$ cat config.mk
export PLATFORM = sky130hd
export DESIGN_NAME = sdram_init_seq
export DESIGN_NICKNAME = d
export VERILOG_FILES = /design/src/rtl/sdram_init_pkg.sv /design/src/rtl/sdram_init_timer.sv /design/src/rtl/sdram_cmd_drive.sv /design/src/rtl/sdram_init_seq.sv
export SDC_FILE = /design/constraint.sdc
export NUM_CORES = 1
export LEC_CHECK = 0
export ABC_AREA = 0
export CAP_MARGIN = 30
export CORE_MARGIN = 2
export CORE_UTILIZATION = 45
export CTS_BUF_LIST = sky130_fd_sc_hd__clkbuf_8
export CTS_CLUSTER_SIZE = 20
export DETAILED_ROUTE_END_ITERATION = 8
export DONT_BUFFER_PORTS = 1
export GPL_ROUTABILITY_DRIVEN = 1
export PLACE_DENSITY_LB_ADDON = 0.3
export SYNTH_ARGS = -nofsm -noshare
export SYNTH_HDL_FRONTEND = slang
export SYNTH_SLANG_ARGS = --single-unit
$ cat constraint.sdc
create_clock -name clk -period 2.8 [get_ports clk]
set_clock_uncertainty 0.2 [all_clocks]
set_input_delay 0.56 -clock clk [delete_from_list [all_inputs] [get_ports clk]]
set_output_delay 0.56 -clock clk [all_outputs]
set_load 0.05 [all_outputs]
$ cat src/rtl/sdram_init_pkg.sv
package sdram_init_pkg;

  localparam int SD_ADDR_W = 12;
  localparam int SD_BA_W   = 2;
  localparam int MIN_REFS  = 2;
  localparam int PRE_ALL_BIT = 10;

  // {cs_n, ras_n, cas_n, we_n}
  typedef enum logic [3:0] {
    CMD_MRS = 4'b0000,
    CMD_REF = 4'b0001,
    CMD_PRE = 4'b0010,
    CMD_NOP = 4'b0111
  } sd_cmd_e;

  typedef enum logic [2:0] {
    ST_WAIT,
    ST_AFTER_PRE,
    ST_AFTER_REF,
    ST_AFTER_MRS,
    ST_DONE
  } seq_state_e;

  typedef struct packed {
    logic [2:0] burst_len;
    logic       burst_type;
    logic [2:0] cas_lat;
    logic       wr_single;
  } mode_cfg_t;

  function automatic int wait_cycles(input int mhz, input int us);
    return mhz * us;
  endfunction

  function automatic int max_int(input int a, input int b);
    return (a > b) ? a : b;
  endfunction

  function automatic int eff_refs(input int req);
    return (req < MIN_REFS) ? MIN_REFS : req;
  endfunction

  // Reserved positions are left at zero; only defined fields are placed.
  function automatic logic [SD_ADDR_W-1:0] mode_word(input mode_cfg_t c);
    logic [SD_ADDR_W-1:0] w;
    w        = '0;
    w[2:0]   = c.burst_len;
    w[3]     = c.burst_type;
    w[6:4]   = c.cas_lat;
    w[9]     = c.wr_single;
    return w;
  endfunction

endpackage

$ cat src/rtl/sdram_init_timer.sv
module sdram_init_timer #(
  parameter int CNT_W   = 16,
  parameter int RST_VAL = 0
) (
  input  logic             clk,
  input  logic             rst,
  input  logic             load,
  input  logic [CNT_W-1:0] load_val,
  output logic             zero
);

  logic [CNT_W-1:0] cnt;

  always_ff @(posedge clk) begin
    if (rst)            cnt <= CNT_W'(RST_VAL);
    else if (load)      cnt <= load_val;
    else if (cnt != '0) cnt <= cnt - 1'b1;
  end

  assign zero = (cnt == '0);

  AST_TMR_HOLDS_AT_ZERO: assert property (@(posedge clk) disable iff (rst)
    (zero && !load) |=> zero);

endmodule

$ cat src/rtl/sdram_cmd_drive.sv
module sdram_cmd_drive
  import sdram_init_pkg::*;
(
  input  logic                 clk,
  input  logic                 rst,
  input  sd_cmd_e              cmd_in,
  input  logic [SD_ADDR_W-1:0] addr_in,
  input  logic [SD_BA_W-1:0]   ba_in,
  output logic                 cke,
  output logic                 dqm,
  output logic                 cs_n,
  output logic                 ras_n,
  output logic                 cas_n,
  output logic                 we_n,
  output logic [SD_BA_W-1:0]   ba,
  output logic [SD_ADDR_W-1:0] addr
);

  sd_cmd_e              cmd_q;
  logic [SD_ADDR_W-1:0] addr_q;
  logic [SD_BA_W-1:0]   ba_q;
  logic                 cke_q;
  logic                 dqm_q;

  always_ff @(posedge clk) begin
    if (rst) begin
      cmd_q  <= CMD_NOP;
      addr_q <= '0;
      ba_q   <= '0;
      cke_q  <= 1'b1;
      dqm_q  <= 1'b1;
    end else begin
      cmd_q  <= cmd_in;
      addr_q <= addr_in;
      ba_q   <= ba_in;
      cke_q  <= 1'b1;
      dqm_q  <= 1'b1;
    end
  end

  assign {cs_n, ras_n, cas_n, we_n} = cmd_q;
  assign addr = addr_q;
  assign ba   = ba_q;
  assign cke  = cke_q;
  assign dqm  = dqm_q;

  AST_PRE_ALL: assert property (@(posedge clk) disable iff (rst)
    (cmd_q == CMD_PRE) |-> (addr_q[PRE_ALL_BIT] && ba_q == '0));
  AST_MRS_RESERVED: assert property (@(posedge clk) disable iff (rst)
    (cmd_q == CMD_MRS) |-> (addr_q[8:7] == 2'b00 && addr_q[11:10] == 2'b00 && ba_q == '0));
  AST_CMD_SPACING: assert property (@(posedge clk) disable iff (rst)
    (cmd_q != CMD_NOP) |=> (cmd_q == CMD_NOP));

endmodule

$ cat src/rtl/sdram_init_seq.sv
module sdram_init_seq
  import sdram_init_pkg::*;
#(
  parameter int CLK_MHZ   = 125,
  parameter int WAIT_US   = 200,
  parameter int T_RP      = 3,
  parameter int T_RC      = 9,
  parameter int T_MRD     = 2,
  parameter int REF_W     = 4,
  parameter bit MRS_FIRST = 1'b0
) (
  input  logic             clk,
  input  logic             rst,
  input  logic [2:0]       cfg_burst_len,
  input  logic             cfg_burst_type,
  input  logic [2:0]       cfg_cas_lat,
  input  logic             cfg_wr_single,
  input  logic [REF_W-1:0] cfg_refresh_cnt,
  output logic             sd_cke,
  output logic             sd_dqm,
  output logic             sd_cs_n,
  output logic             sd_ras_n,
  output logic             sd_cas_n,
  output logic             sd_we_n,
  output logic [1:0]       sd_ba,
  output logic [11:0]      sd_addr,
  output logic             init_done
);

  localparam int WAIT_CYC = wait_cycles(CLK_MHZ, WAIT_US);
  localparam int MAX_T    = max_int(max_int(WAIT_CYC, T_RP), max_int(T_RC, T_MRD));
  localparam int TMR_W    = $clog2(MAX_T + 1) + 1;

  seq_state_e           st, st_nx;
  mode_cfg_t            cfg_q;
  logic [REF_W-1:0]     ref_left;
  logic                 done_q;
  logic                 tmr_zero;
  logic                 tmr_load;
  logic [TMR_W-1:0]     tmr_val;
  sd_cmd_e              cmd_nx;
  logic [SD_ADDR_W-1:0] addr_nx;

  // Named internal events
  logic issue_pre, issue_ref, issue_mrs, finish;

  sdram_init_timer #(.CNT_W(TMR_W), .RST_VAL(WAIT_CYC - 1)) u_timer (
    .clk      (clk),
    .rst      (rst),
    .load     (tmr_load),
    .load_val (tmr_val),
    .zero     (tmr_zero)
  );

  always_comb begin
    st_nx     = st;
    issue_pre = 1'b0;
    issue_ref = 1'b0;
    issue_mrs = 1'b0;
    finish    = 1'b0;
    if (tmr_zero) begin
      unique case (st)
        ST_WAIT:      issue_pre = 1'b1;
        ST_AFTER_PRE: begin
          if (MRS_FIRST) issue_mrs = 1'b1;
          else           issue_ref = 1'b1;
        end
        ST_AFTER_REF: begin
          if (ref_left != '0) issue_ref = 1'b1;
          else if (MRS_FIRST) finish = 1'b1;
          else                issue_mrs = 1'b1;
        end
        ST_AFTER_MRS: begin
          if (MRS_FIRST) issue_ref = 1'b1;
          else           finish    = 1'b1;
        end
        default: ;
      endcase
    end
    if (issue_pre) st_nx = ST_AFTER_PRE;
    if (issue_ref) st_nx = ST_AFTER_REF;
    if (issue_mrs) st_nx = ST_AFTER_MRS;
    if (finish)    st_nx = ST_DONE;
  end

  always_comb begin
    cmd_nx  = CMD_NOP;
    addr_nx = '0;
    tmr_val = '0;
    if (issue_pre) begin
      cmd_nx               = CMD_PRE;
      addr_nx[PRE_ALL_BIT] = 1'b1;
      tmr_val              = TMR_W'(T_RP - 1);
    end else if (issue_ref) begin
      cmd_nx  = CMD_REF;
      tmr_val = TMR_W'(T_RC - 1);
    end else if (issue_mrs) begin
      cmd_nx  = CMD_MRS;
      addr_nx = mode_word(cfg_q);
      tmr_val = TMR_W'(T_MRD - 1);
    end
  end

  assign tmr_load = issue_pre | issue_ref | issue_mrs;

  always_ff @(posedge clk) begin
    if (rst) begin
      st       <= ST_WAIT;
      done_q   <= 1'b0;
      cfg_q    <= '{burst_len: cfg_burst_len, burst_type: cfg_burst_type,
                    cas_lat: cfg_cas_lat, wr_single: cfg_wr_single};
      ref_left <= REF_W'(eff_refs(int'(cfg_refresh_cnt)));
    end else begin
      st <= st_nx;
      if (issue_ref) ref_left <= ref_left - 1'b1;
      if (finish)    done_q   <= 1'b1;
    end
  end

  sdram_cmd_drive u_drive (
    .clk    (clk),
    .rst    (rst),
    .cmd_in (cmd_nx),
    .addr_in(addr_nx),
    .ba_in  ('0),
    .cke    (sd_cke),
    .dqm    (sd_dqm),
    .cs_n   (sd_cs_n),
    .ras_n  (sd_ras_n),
    .cas_n  (sd_cas_n),
    .we_n   (sd_we_n),
    .ba     (sd_ba),
    .addr   (sd_addr)
  );

  assign init_done = done_q;

  AST_DONE_STICKY: assert property (@(posedge clk) disable iff (rst)
    done_q |=> done_q);
  AST_DONE_QUIET: assert property (@(posedge clk) disable iff (rst)
    done_q |-> !(issue_pre || issue_ref || issue_mrs));
  AST_ONE_EVENT: assert property (@(posedge clk) disable iff (rst)
    $onehot0({issue_pre, issue_ref, issue_mrs, finish}));
  AST_REF_AVAILABLE: assert property (@(posedge clk) disable iff (rst)
    issue_ref |-> (ref_left != '0));
  AST_REF_DRAINED: assert property (@(posedge clk) disable iff (rst)
    (finish || (issue_mrs && !MRS_FIRST)) |-> (ref_left == '0));

endmodule

==> run summary <==
Setup_tns: 0 ns
Initial antenna violation count: 0
Slowest cell delay on critical path: 0.66 ns
Via count: 1395
DRC errors left: 0
Final cycle utilization of the critical path: 0.9596
Global Route Usage Sum: 0.1570
Post-CTS setup buffers: 0
Resize count post-CTS: 0
Hold crit path type: in2reg
Slowest CP cell: or4b_2
FF+latch count, synth: 44
Worst Path Arrival: 2.72 ns
Switching power: 0.0002629 W
Internal power: 0.0009560 W
H-tree Lvls: 2
Mapped Avg Cell Area: 10.01 um2
Clock buffer count from CTS: 5
DR iter-0 viols: 85
Yosys Warn Count: 0
Pins Over Slew Limit: 0
Clock share of power: 0.386
Die X: 70.03 um
Setup repair after global routing missed its margin: no
Slew headroom: 0.6580
Fillers: 392
Max cap viols: 0
Post-route insts no fill: 250
Leakage Power: 0.7395 nW
Post-CTS Hold Buffers: 0
Reg clk slew, reported paths: 0.08 ns
Critical Path Source Type: register
Clk_lat worst skew: 0.29 ns
Placed cell area: 1994 um2
Critical path capture point type: register
CP cell instances: inv_1 > ha_1 > or4b_2 > or4_1 > or4_1 > a21oi_1
TritonCTS clock tree: yes
Power Density: 577.1 nW/um2
Synthesized area: 1962 um2
FP Rows: 24
Synth area leaders: dfxtp_1 33%, edfxtp_1 18%, a21oi_1 3.6%
Detailed Routing Iterations Pass 1: 4
Final-stage net count: 214
Largest net degree at the start of global routing: 34
Sequential power share: 0.560
Max clock buf depth: 2
Post-Route WL: 3508 um
Buf/Inv on CP: 1
First-pass GRT wire length: 6037 um
Hold Fails Final Rpt: 0
Post-synthesis sequential area ratio: 0.5102
EDFF count, synth: 12
Most frequent CP cell: or4_1
Asr flop ratio synth: 0
Root Buffer Master: clkbuf_8
I/O pin count: 35
Sw Ratio: 0.2157
Vias/cell: 5.580
Height of the die: 70.03 um
ANT cells: 0
Post-DP HPWL: 2553 um
Worst EP required: 2.83 ns
Period minus WS final: 2.687 ns
Fmax: 372.2 MHz
Post-synth top area share: 0.3265
Worst slew pin tran: 0.5123 ns
CP top delay family: simple AND/OR/NAND/NOR gates
Gate power share: 0.053
Worst-path maximum fanout: 8
Placeable Area: 4264 um2
Total grt overflow: 0
Final setup viols: 0
Vias in the first global route: 1344
Clock sinks: 44
Final Cell Area: 2112 um2
Layout cells sized above 1: 0.1162
# placed instances: 242
WS Path Type: reg2reg
Commonest non-fill, non-tap cell in the layout: dfxtp_1
Peak VDD IR: 226.1 uV
Initial Util: 0.4601
P&R area growth vs syn: 7.653%
Synth Instances: 196
Die area: 4904 um2
Yosys top cell by area: dfxtp_1
Outcome: complete, no violations
Final Wtd Congestion: 0.8135
Routed WL per cell: 14.03 um
Final antenna-violating net count: 0
Distinct cell type count after synthesis: 41
Dominant synthesized flop cell: dfxtp_1
Most frequent cells in the layout: 32 x dfxtp_1, 14 x a21oi_1, 12 x edfxtp_1
Number of port buffers: 0
[kinds of logic (layout without fill, tap and decap cells)]
group / after synthesis / in the layout / synth area share
AO/OA/AOI/OAI: 41 / 41 / 0.1378
XOR/XNOR: 3 / 3 / 0.01340
adder cells (fa/ha/maj): 3 / 3 / 0.01913
buffers and inverters: 24 / 20 / 0.06250
flip-flops: 44 / 44 / 0.5102
multiplexers: 4 / 4 / 0.02168
other: 2 / 8 / 0.003828
AND/OR/NAND/NOR: 75 / 75 / 0.2315
[metrics by stage]
stage	hold slack [ns]	util	total power, W	worst slack (ns)
after floorplan	0.2203	-	0.0007616	0.07848
after global placement	0.2260	0.4677	0.0007593	0.2060
after detailed placement	0.2284	0.4677	0.0007629	0.1288
after CTS	0.1190	0.4938	0.001234	0.1074
after global routing	0.1154	0.4953	0.001271	0.002102
final	0.1432	0.4953	0.001219	0.1130
[power groups by stage]
stage	combinational, W	sequential (W)	clock (W)
2_1_floorplan	0.0000674	0.000694	0
3_3_place_gp	0.0000626	0.000697	0
3_5_place_dp	0.0000651	0.000698	0
4_1_cts	0.0000654	0.000683	0.000485
5_1_grt	0.0000718	0.000685	0.000514
6_report	0.0000652	0.000683	0.000471
[cell type report]
class	instances	area (um2)	area share
flip-flops and latches	44	1001	0.4739
multi-input cells	134	867.1	0.4105
clock buffers	5	68.82	0.03258
well taps	52	65.06	0.03081
repair buffers	6	45.04	0.02133
clock inverters	3	42.54	0.02014
inverters	6	22.52	0.01066
[final timing paths]
path,startpoint,endpoint,slack (ns),cells past startpoint
hold / removal,rst,u_timer.cnt[4],0.14,1
hold reg to reg,cfg_q[1],u_drive.addr[4],0.24,1
setup reg to reg,u_timer.cnt[0],u_timer.cnt[3],0.11,6
setup / recovery,u_timer.cnt[0],u_timer.cnt[3],0.11,6
[sequential cells by signal (all words and copies together), names as in the netlist]
| name | count |
|---|---|
| cfg_q | 8 |
| init_done | 1 |
| ref_left | 4 |
| st | 3 |
| u_drive.addr | 9 |
| u_drive.cmd_q | 3 |
| u_timer.cnt | 16 |
[synthesized netlist by cell type (4+ instances only)]
cell,number
nand2_1,9
edfxtp_1,12
inv_1,6
nor4_1,4
nor2_1,8
nor2b_1,7
clkbuf_1,8
a21oi_1,14
nor3_1,8
dfxtp_1,32
o31ai_1,9
or3_1,5
or4_1,8
nand3_1,4
buf_4,8
and2_1,10
o21ai_0,7
[per-layer routing]
metal | wire, um | part of all wire | global-route usage | vias up
li1 | - | - | - | 701
met1 | 1543 | 0.44 | 0.1817 | 651
met2 | 1738 | 0.50 | 0.2603 | 35
met3 | 149 | 0.042 | 0.04329 | 8
met4 | 78 | 0.022 | 0.08974 | 0
met5 | 0 | 0 | 0 | -
Power figures use the tool's default switching activity.
